**src/rtl/adc_seq_pkg.sv**
```systemverilog
package adc_seq_pkg;
  // clocks in a frame before the first result bit leaves the pad
  localparam int BLANK_CLKS = 4;
  // sample-mode span between conversions, in serial clocks
  localparam int ACQ_CLKS = 2;

  function automatic int frame_clks(input int nbits);
    return BLANK_CLKS + nbits;
  endfunction
endpackage

```
**src/rtl/adc_seq_frame_ctr.sv**
```systemverilog
module adc_seq_frame_ctr #(
  parameter int LAST = 17,
  parameter int CW   = 5
) (
  input  logic          clk,
  input  logic          arst_n,
  output logic [CW-1:0] pos_o,
  output logic [CW-1:0] edge_o
);
  logic [CW-1:0] pos_q, pos_d;

  always_comb begin
    if (pos_q == CW'(LAST)) pos_d = CW'(1);
    else                    pos_d = pos_q + CW'(1);
  end

  always_ff @(posedge clk or negedge arst_n) begin
    if (!arst_n) pos_q <= '0;
    else         pos_q <= pos_d;
  end

  assign pos_o  = pos_q;
  assign edge_o = pos_d;
endmodule

```
**src/rtl/adc_seq_mux_cfg.sv**
```systemverilog
module adc_seq_mux_cfg #(
  parameter int W  = 2,
  parameter int CW = 5
) (
  input  logic          clk,
  input  logic          rst_n,
  input  logic          active_i,
  input  logic          din_i,
  input  logic [CW-1:0] edge_i,
  output logic [W-1:0]  chan_o
);
  logic [W-1:0] cfg_d;
  logic [W-1:0] chan_q;
  logic         load_en;

  assign load_en = active_i && (edge_i == CW'(W));

  generate
    if (W == 1) begin : g_single
      assign cfg_d = din_i;
    end else begin : g_shift
      logic [W-2:0] part_q;
      logic         shift_en;
      assign shift_en = active_i && (edge_i >= CW'(1)) && (edge_i < CW'(W));
      assign cfg_d    = {part_q, din_i};
      always_ff @(posedge clk or negedge rst_n) begin
        if (!rst_n)        part_q <= '0;
        else if (shift_en) part_q <= cfg_d[W-2:0];
      end
    end
  endgenerate

  always_ff @(posedge clk or negedge rst_n) begin
    if (!rst_n)       chan_q <= '0;
    else if (load_en) chan_q <= cfg_d;
  end

  assign chan_o = chan_q;
endmodule

```
**src/rtl/adc_seq_sar.sv**
```systemverilog
module adc_seq_sar #(
  parameter int NB = 12,
  parameter int CW = 5
) (
  input  logic          clk,
  input  logic          arst_n,
  input  logic [CW-1:0] edge_i,
  input  logic          cmp_i,
  output logic [NB-1:0] trial_o
);
  import adc_seq_pkg::*;
  localparam int START = BLANK_CLKS - 2;
  localparam int FIRST = START + 1;
  localparam int LASTR = START + NB;

  logic [NB-1:0] trial_q, trial_d;
  logic          sar_en;
  int            idx;

  always_comb begin
    trial_d = trial_q;
    idx     = LASTR - int'(edge_i);
    sar_en  = 1'b0;
    if (edge_i == CW'(START)) begin
      sar_en           = 1'b1;
      trial_d          = '0;
      trial_d[NB-1]    = 1'b1;
    end else if ((edge_i >= CW'(FIRST)) && (edge_i <= CW'(LASTR))) begin
      sar_en = 1'b1;
      for (int b = 0; b < NB; b++) begin
        if (b == idx)     trial_d[b] = cmp_i;
        if (b == idx - 1) trial_d[b] = 1'b1;
      end
    end
  end

  always_ff @(posedge clk or negedge arst_n) begin
    if (!arst_n)     trial_q <= '0;
    else if (sar_en) trial_q <= trial_d;
  end

  assign trial_o = trial_q;
endmodule

```
**src/rtl/adc_seq_out_stage.sv**
```systemverilog
module adc_seq_out_stage #(
  parameter int NB = 12,
  parameter int CW = 5
) (
  input  logic          clk,
  input  logic          arst_n,
  input  logic [CW-1:0] pos_i,
  input  logic [NB-1:0] trial_i,
  output logic          dout_o,
  output logic          oe_o,
  output logic          done_o,
  output logic          acq_o
);
  import adc_seq_pkg::*;
  localparam int OUT_FIRST = BLANK_CLKS;
  localparam int OUT_LAST  = BLANK_CLKS + NB - 1;
  localparam int DONE_AT   = frame_clks(NB);
  localparam int LAST      = DONE_AT + 1;
  localparam int ACQ_AT    = DONE_AT - ACQ_CLKS + 1;

  logic dout_q, dout_d, oe_q, oe_d, done_q, done_d, acq_q, acq_d;

  always_comb begin
    oe_d   = (pos_i >= CW'(OUT_FIRST)) && (pos_i <= CW'(OUT_LAST));
    dout_d = dout_q;
    if (oe_d) begin
      for (int b = 0; b < NB; b++)
        if (b == OUT_LAST - int'(pos_i)) dout_d = trial_i[b];
    end
    done_d = done_q;
    if (pos_i == CW'(DONE_AT))   done_d = 1'b1;
    else if (pos_i == CW'(LAST)) done_d = 1'b0;
    acq_d = acq_q;
    if (pos_i == CW'(ACQ_AT))    acq_d = 1'b1;
    else if (pos_i == CW'(LAST)) acq_d = 1'b0;
  end

  always_ff @(negedge clk or negedge arst_n) begin
    if (!arst_n) begin
      dout_q <= 1'b0;
      oe_q   <= 1'b0;
      done_q <= 1'b0;
      acq_q  <= 1'b0;
    end else begin
      dout_q <= dout_d;
      oe_q   <= oe_d;
      done_q <= done_d;
      acq_q  <= acq_d;
    end
  end

  assign dout_o = dout_q;
  assign oe_o   = oe_q;
  assign done_o = done_q;
  assign acq_o  = acq_q;
endmodule

```
**src/rtl/adc_serial_seq.sv**
```systemverilog
module adc_serial_seq #(
  parameter int NBITS = 12,
  parameter int NCH   = 4,
  localparam int MUXW = (NCH > 2) ? $clog2(NCH) : 1
) (
  input  logic             sclk,
  input  logic             rst_n,
  input  logic             cs_n,
  input  logic             shdn,
  input  logic             din,
  input  logic             cmp_i,
  output logic [NBITS-1:0] trial_o,
  output logic [MUXW-1:0]  chan_o,
  output logic             hold_o,
  output logic             status_o,
  output logic             dout_o,
  output logic             dout_oe_o
);
  import adc_seq_pkg::*;
  localparam int LAST = frame_clks(NBITS) + 1;
  localparam int CW   = $clog2(LAST + 1);

  logic          active;
  logic [CW-1:0] pos_w, edge_w;
  logic          done_w, acq_w;

  // chip select high, shutdown or power-on reset clear the frame at once
  assign active = rst_n & ~cs_n & ~shdn;

  adc_seq_frame_ctr #(.LAST(LAST), .CW(CW)) u_ctr (
    .clk(sclk), .arst_n(active), .pos_o(pos_w), .edge_o(edge_w)
  );

  adc_seq_mux_cfg #(.W(MUXW), .CW(CW)) u_mux (
    .clk(sclk), .rst_n(rst_n), .active_i(active), .din_i(din),
    .edge_i(edge_w), .chan_o(chan_o)
  );

  adc_seq_sar #(.NB(NBITS), .CW(CW)) u_sar (
    .clk(sclk), .arst_n(active), .edge_i(edge_w), .cmp_i(cmp_i),
    .trial_o(trial_o)
  );

  adc_seq_out_stage #(.NB(NBITS), .CW(CW)) u_out (
    .clk(sclk), .arst_n(active), .pos_i(pos_w), .trial_i(trial_o),
    .dout_o(dout_o), .oe_o(dout_oe_o), .done_o(done_w), .acq_o(acq_w)
  );

  assign hold_o   = active & ~acq_w;
  assign status_o = active & ~done_w;
endmodule

```
**config.mk**
```make
export PLATFORM = sky130hd
export DESIGN_NAME = adc_serial_seq
export DESIGN_NICKNAME = d
export VERILOG_FILES = /design/src/rtl/adc_seq_pkg.sv /design/src/rtl/adc_seq_frame_ctr.sv /design/src/rtl/adc_seq_mux_cfg.sv /design/src/rtl/adc_seq_sar.sv /design/src/rtl/adc_seq_out_stage.sv /design/src/rtl/adc_serial_seq.sv
export SDC_FILE = /design/constraint.sdc
export NUM_CORES = 1
export LEC_CHECK = 0
export CELL_PAD_IN_SITES_DETAIL_PLACEMENT = 0
export CELL_PAD_IN_SITES_GLOBAL_PLACEMENT = 1
export CORE_AREA = 4 4 80 82
export CTS_BUF_LIST = sky130_fd_sc_hd__clkbuf_16
export DETAILED_ROUTE_END_ITERATION = 10
export DIE_AREA = 0 0 84 86
export PLACE_DENSITY = 0.69
export REMOVE_ABC_BUFFERS = 1
export SYNTH_ARGS = -nofsm -noshare
export SYNTH_HDL_FRONTEND = slang
export SYNTH_SLANG_ARGS = --single-unit
```
**constraint.sdc**
```tcl
create_clock -name sclk -period 5.63 [get_ports sclk]
set_input_delay 1.126 -clock sclk [delete_from_list [all_inputs] [get_ports sclk]]
set_output_delay 1.126 -clock sclk [all_outputs]
set_load 0.005 [all_outputs]
```
**Word-level counts from Yosys, hierarchy flattened**

Cells that the tools add are included.

- Shift-type cells: 0
- Bitwise operators: 8
- Add/sub/neg operators: 4
- Multiply operators: 0
- Muxes and demuxes: 44
- Reduce and logical (&&, ||, !) cells: 37
- Order comparisons: 6
- Div/mod/pow operators: 0
- Equality and inequality tests: 37

Operator list:

| cell | number |
|---|---|
| equality test 4 x 32 -> 1 bit (first input constant) | 12 |
| equality test 5 x 32 -> 1 bit (first input constant) | 12 |
| equality test 3 x 32 -> 1 bit (first input constant) | 6 |
| equality test 2 x 32 -> 1 bit (first input constant) | 3 |
| logical NOT 32 bit | 3 |
| two-way mux 1 bit | 41 |
| AND reduction 3 bit | 12 |
| nonzero test 3 bit | 12 |
| subtractor 32 x 2 -> 32 bit (second input constant) | 1 |
| two-way mux 12 bit | 2 |
| nonzero test 12 bit | 1 |
| subtractor 4 x 5 -> 6 bit (first input constant) | 2 |
| equality test 5 bit (second input constant) | 2 |
| <= comparator 5 x 4 -> 1 bit (second input constant) | 2 |
| nonzero test 2 bit | 3 |
| adder 5 x 1 -> 5 bit (second input constant) | 1 |
| equality test 5 x 2 -> 1 bit (second input constant) | 1 |
| equality test 5 x 4 -> 1 bit (second input constant) | 1 |
| >= comparator 5 x 1 -> 1 bit (second input constant) | 1 |
| >= comparator 5 x 2 -> 1 bit (second input constant) | 1 |
| >= comparator 5 x 3 -> 1 bit (second input constant) | 1 |
| logical AND 1 bit | 5 |
| less-than comparator 5 x 2 -> 1 bit (second input constant) | 1 |
| two-way mux 5 bit | 1 |
| other kinds (3) | 9 |

- Register bits after elaboration: 24
- Memories: 0
- ROM bits: 0
- Output and inout bits: 18
- Bits of input ports: 6
- Latch bits: 0
- Word-level logic and storage cells: 155
- RAM bits: 0

**Longest topological paths before layout**

- Depth after elaboration: 14
- Mapped depth: 18
- Depth with buffers taken out: 15

**By module**

Synthesis repeated with hierarchy kept, for this count alone.

- Cells, all modules: 200
- Area, all modules: 1878.1 um^2

Modules (own cells, without submodules):

| module | seq. area each (um^2) | area each (um^2) | instances | cells each |
|---|---|---|---|---|
| adc_seq_sar | 300.3 | 1033.5 | 1 | 118 |
| adc_seq_out_stage | 100.1 | 430.4 | 1 | 48 |
| adc_seq_frame_ctr | 125.1 | 237.7 | 1 | 22 |
| adc_seq_mux_cfg | 75.1 | 151.4 | 1 | 9 |
| adc_serial_seq | 0.0 | 25.0 | 1 | 3 |

==> qor.yml <==
power_and_ir_drop:
  power_leakage_nw: 1.05
  p_per_area_mw_per_mm2: 144
  ir_worst_vdd_mv: 0.154
critical_path:
  rrSetupSlack_ns: 0.61
  crit_type: "register to output pin"
  critPathMaxFanout: 3
  slowest_stage: "clkdlybuf4s50_1"
  cp-start-kind: "register"
  r2r_start: "u_ctr.pos_o[0]"
  reg2reg_to: "u_out.dout_o"
  crit_arrival_ns: 4.06
  cpPeakStageDelay_ns: 0.50
  cp_cell_sequence: "nor2_1, clkdlybuf4s50_1"
  rr_worst_depth: 7
  crit_required_ns: 4.50
  worstSetupEndpointType: "output pin"
  crit_end: "hold_o"
  crit_path_start: "u_out.acq_o"
global_routing:
  grt_max_degree: 20
  grtUsageTotal: 0.168
  grt_first_pass_wirelength_um: 9850
  grt_pass1_vias: 1911
  antenna_found_initial: 0
  grt-ovfl-total: 0
route:
  wl_met3_um: 180
  via_per_inst: 5.78
  met1_length_um: 2830
  drc_errors: 0
  num_vias: 1947
  dr.pass1.iters: 4
  route.top_layer_used: "met4"
  wl_met2_um: 2800
  post_drt_wl_per_cell_um: 17.5
  drt_wl_total_um: 5880
  drt_iter0_markers: 110
  ant_nets: 0
clock_tree:
  cts.repair.resized: 0
  cts_tree: "built"
  ctsHoldBuffers: 0
  clock-sinks: 24
  cts-root-buf: "clkbuf_16"
  worstSkewPairLatency_ns: 0.28
  cts_setup_buffers: 0
  cts_buffer_depth: 2
  numCtsBuffers: 3
  h-tree-depth: 1
  cts.clk_slew.worst_paths_ns: 0.04
yosys:
  ys_top_cells_by_count: "nand2_1, dfrtp_1, ha_1, nor2_1, a21oi_1"
  yosys.cell_count.top_type: "nand2_1"
  async_flop_share: 1.00
  yosysWarnings: 0
  yosysUniqueCellTypes: 68
  synth_top_cell_by_area: "dfrtp_1"
  ys_seq_area_frac: 0.273
  ys.flop_type: "dfrtp_1"
  syn_inst: 242
  synthTopCellsByArea: "dfrtp_1, ha_1, dfrtn_1"
  synthesis.area_mm2: 0.00220
  ys_seq_elements: 24
  avgSynthCellArea_um2: 9.08
  synth_top_cell_area_share: 0.228
  synth_edf_count: 0
layout:
  antenna_cells: 0
  layout-drive-gt1-share: 0.153
  seq_area_um2: 601
  final_util: 0.446
  fin_cells: 337
  synthToLayoutAreaGrowth_pct: 16.7
  nets: 285
  multi_input_comb_area_mm2: 0.00146
  fill_cells: 586
sta:
  setup-violations-final: 0
  slew_headroom: 0.531
  whs_ns: 0.447
  maxSlewViolCount: 0
  rsz0062_at_grt: "no"
  finalSetupTns_ns: 0
  tightest_slew_ns: 0.703
  setup_slack_ns: 0.444
  hold_violations: 0
  finClkSkew_ns: 0.0321
placement:
  gp_congestion: 0.799
  dp_cells: 333
  numPortBuffers: 23
  pre_cts_slack_ns: 0.588
  hpwl_um: 4490
hold_path:
  hold_class: "register to register"
floorplan:
  dieArea_mm2: 0.00722
  initial_core_util: 0.383
  dieWidth_um: 84
  die_y_um: 86
  rows: 28
  io_pins: 24
  core-area_mm2: 0.00575
job:
  maxCapViolCount: 0
outcome:
  status: "finished clean"
per-stage QoR:
stage          total power, mW  cell area (µm²)
6_report                 0.369             2560
5_1_grt                  0.383             2560
4_1_cts                  0.374             2560
3_5_place_dp             0.219             2490
3_3_place_gp             0.218             2490
2_1_floorplan            0.198             2120
cells in the final DEF, fill, tap and decap left out, types with 2 or more instances in the layout:
cell type and n:
a21oi_1 13, a22oi_1 2, a31oi_1 3, a32oi_1 2
buf_4 6, clkbuf_16 3, clkdlybuf4s50_1 23, dfrtn_1 4
dfrtp_1 20, ha_1 16, inv_1 13, inv_2 3
mux2_1 3, mux2_2 3, mux2i_1 5, nand2_1 23
nand2_2 2, nand2b_1 3, nand3_1 9, nand4_1 11
nand4bb_1 2, nor2_1 16, nor2b_1 4, nor3_1 5
nor4_2 2, nor4b_1 3, o21ai_0 8, o21ai_1 2
o221ai_2 2, o31ai_1 4, o32ai_1 3, o32ai_2 2
or4_1 2, xnor2_1 6, xor2_2 2
report_power, final:
| part | internal, mW | switching (mW) |
|---|---|---|
| Sequential | 0.178 | 0.00515 |
| Clock | 0.0948 | 0.0593 |
| Combinational | 0.0198 | 0.0115 |
| Total | 0.293 | 0.0760 |
worst max-delay path: cells and delay by family, from the launching register on:
| family | cells | cell delay [ns] |
|---|---|---|
| simple gates | 1 | 0.10 |
| buf+inv | 1 | 0.50 |
| flops | 1 | 0.36 |
how the worst min path moves through the flow:
stage / to / cells past startpoint / start / slack, ns
2_1_floorplan: u_out.done_o / 2 / u_out.done_o / 0.40
3_3_place_gp: u_out.done_o / 2 / u_out.done_o / 0.45
3_5_place_dp: u_out.done_o / 2 / u_out.done_o / 0.45
4_1_cts: u_out.done_o / 2 / u_out.done_o / 0.45
5_1_grt: u_out.done_o / 2 / u_out.done_o / 0.47
6_report: u_out.done_o / 2 / u_out.done_o / 0.45
registers in the layout (all words and copies together), names as in the netlist:
register	cells
u_out.dout_o	1
u_mux.g_shift.part_q	1
u_out.acq_o	1
u_ctr.pos_o	5
u_sar.trial_o	12
u_out.done_o	1
u_mux.chan_o	2
u_out.oe_o	1
kinds of logic (layout without fill, tap and decap cells):
family | count (synthesis) | after routing | synth area share
AO/OA/AOI/OAI | 57 | 57 | 0.206
AND/OR/NAND/NOR | 97 | 97 | 0.262
multiplexers | 11 | 11 | 0.0535
XOR/XNOR | 9 | 9 | 0.0512
buffers and inverters | 28 | 48 | 0.0626
flip-flops | 24 | 24 | 0.273
adder cells (fa/ha/maj) | 16 | 16 | 0.0911
layer usage:
layer	track usage	vias to the layer above
met5	0	-
met4	0.0439	0
met3	0.0173	6
met2	0.282	43
met1	0.231	955
li1	-	943
area by class of cell:
cell class / count / area share
Clock buffer: 3 / 0.0293
Sequential cell: 24 / 0.234
Multi-Input combinational cell: 190 / 0.569
Inverter: 15 / 0.0220
Clock inverter: 1 / 0.00146
Timing Repair Buffer: 29 / 0.107
Tap cell: 75 / 0.0366
No activity file was read; power rests on OpenSTA's default activity.
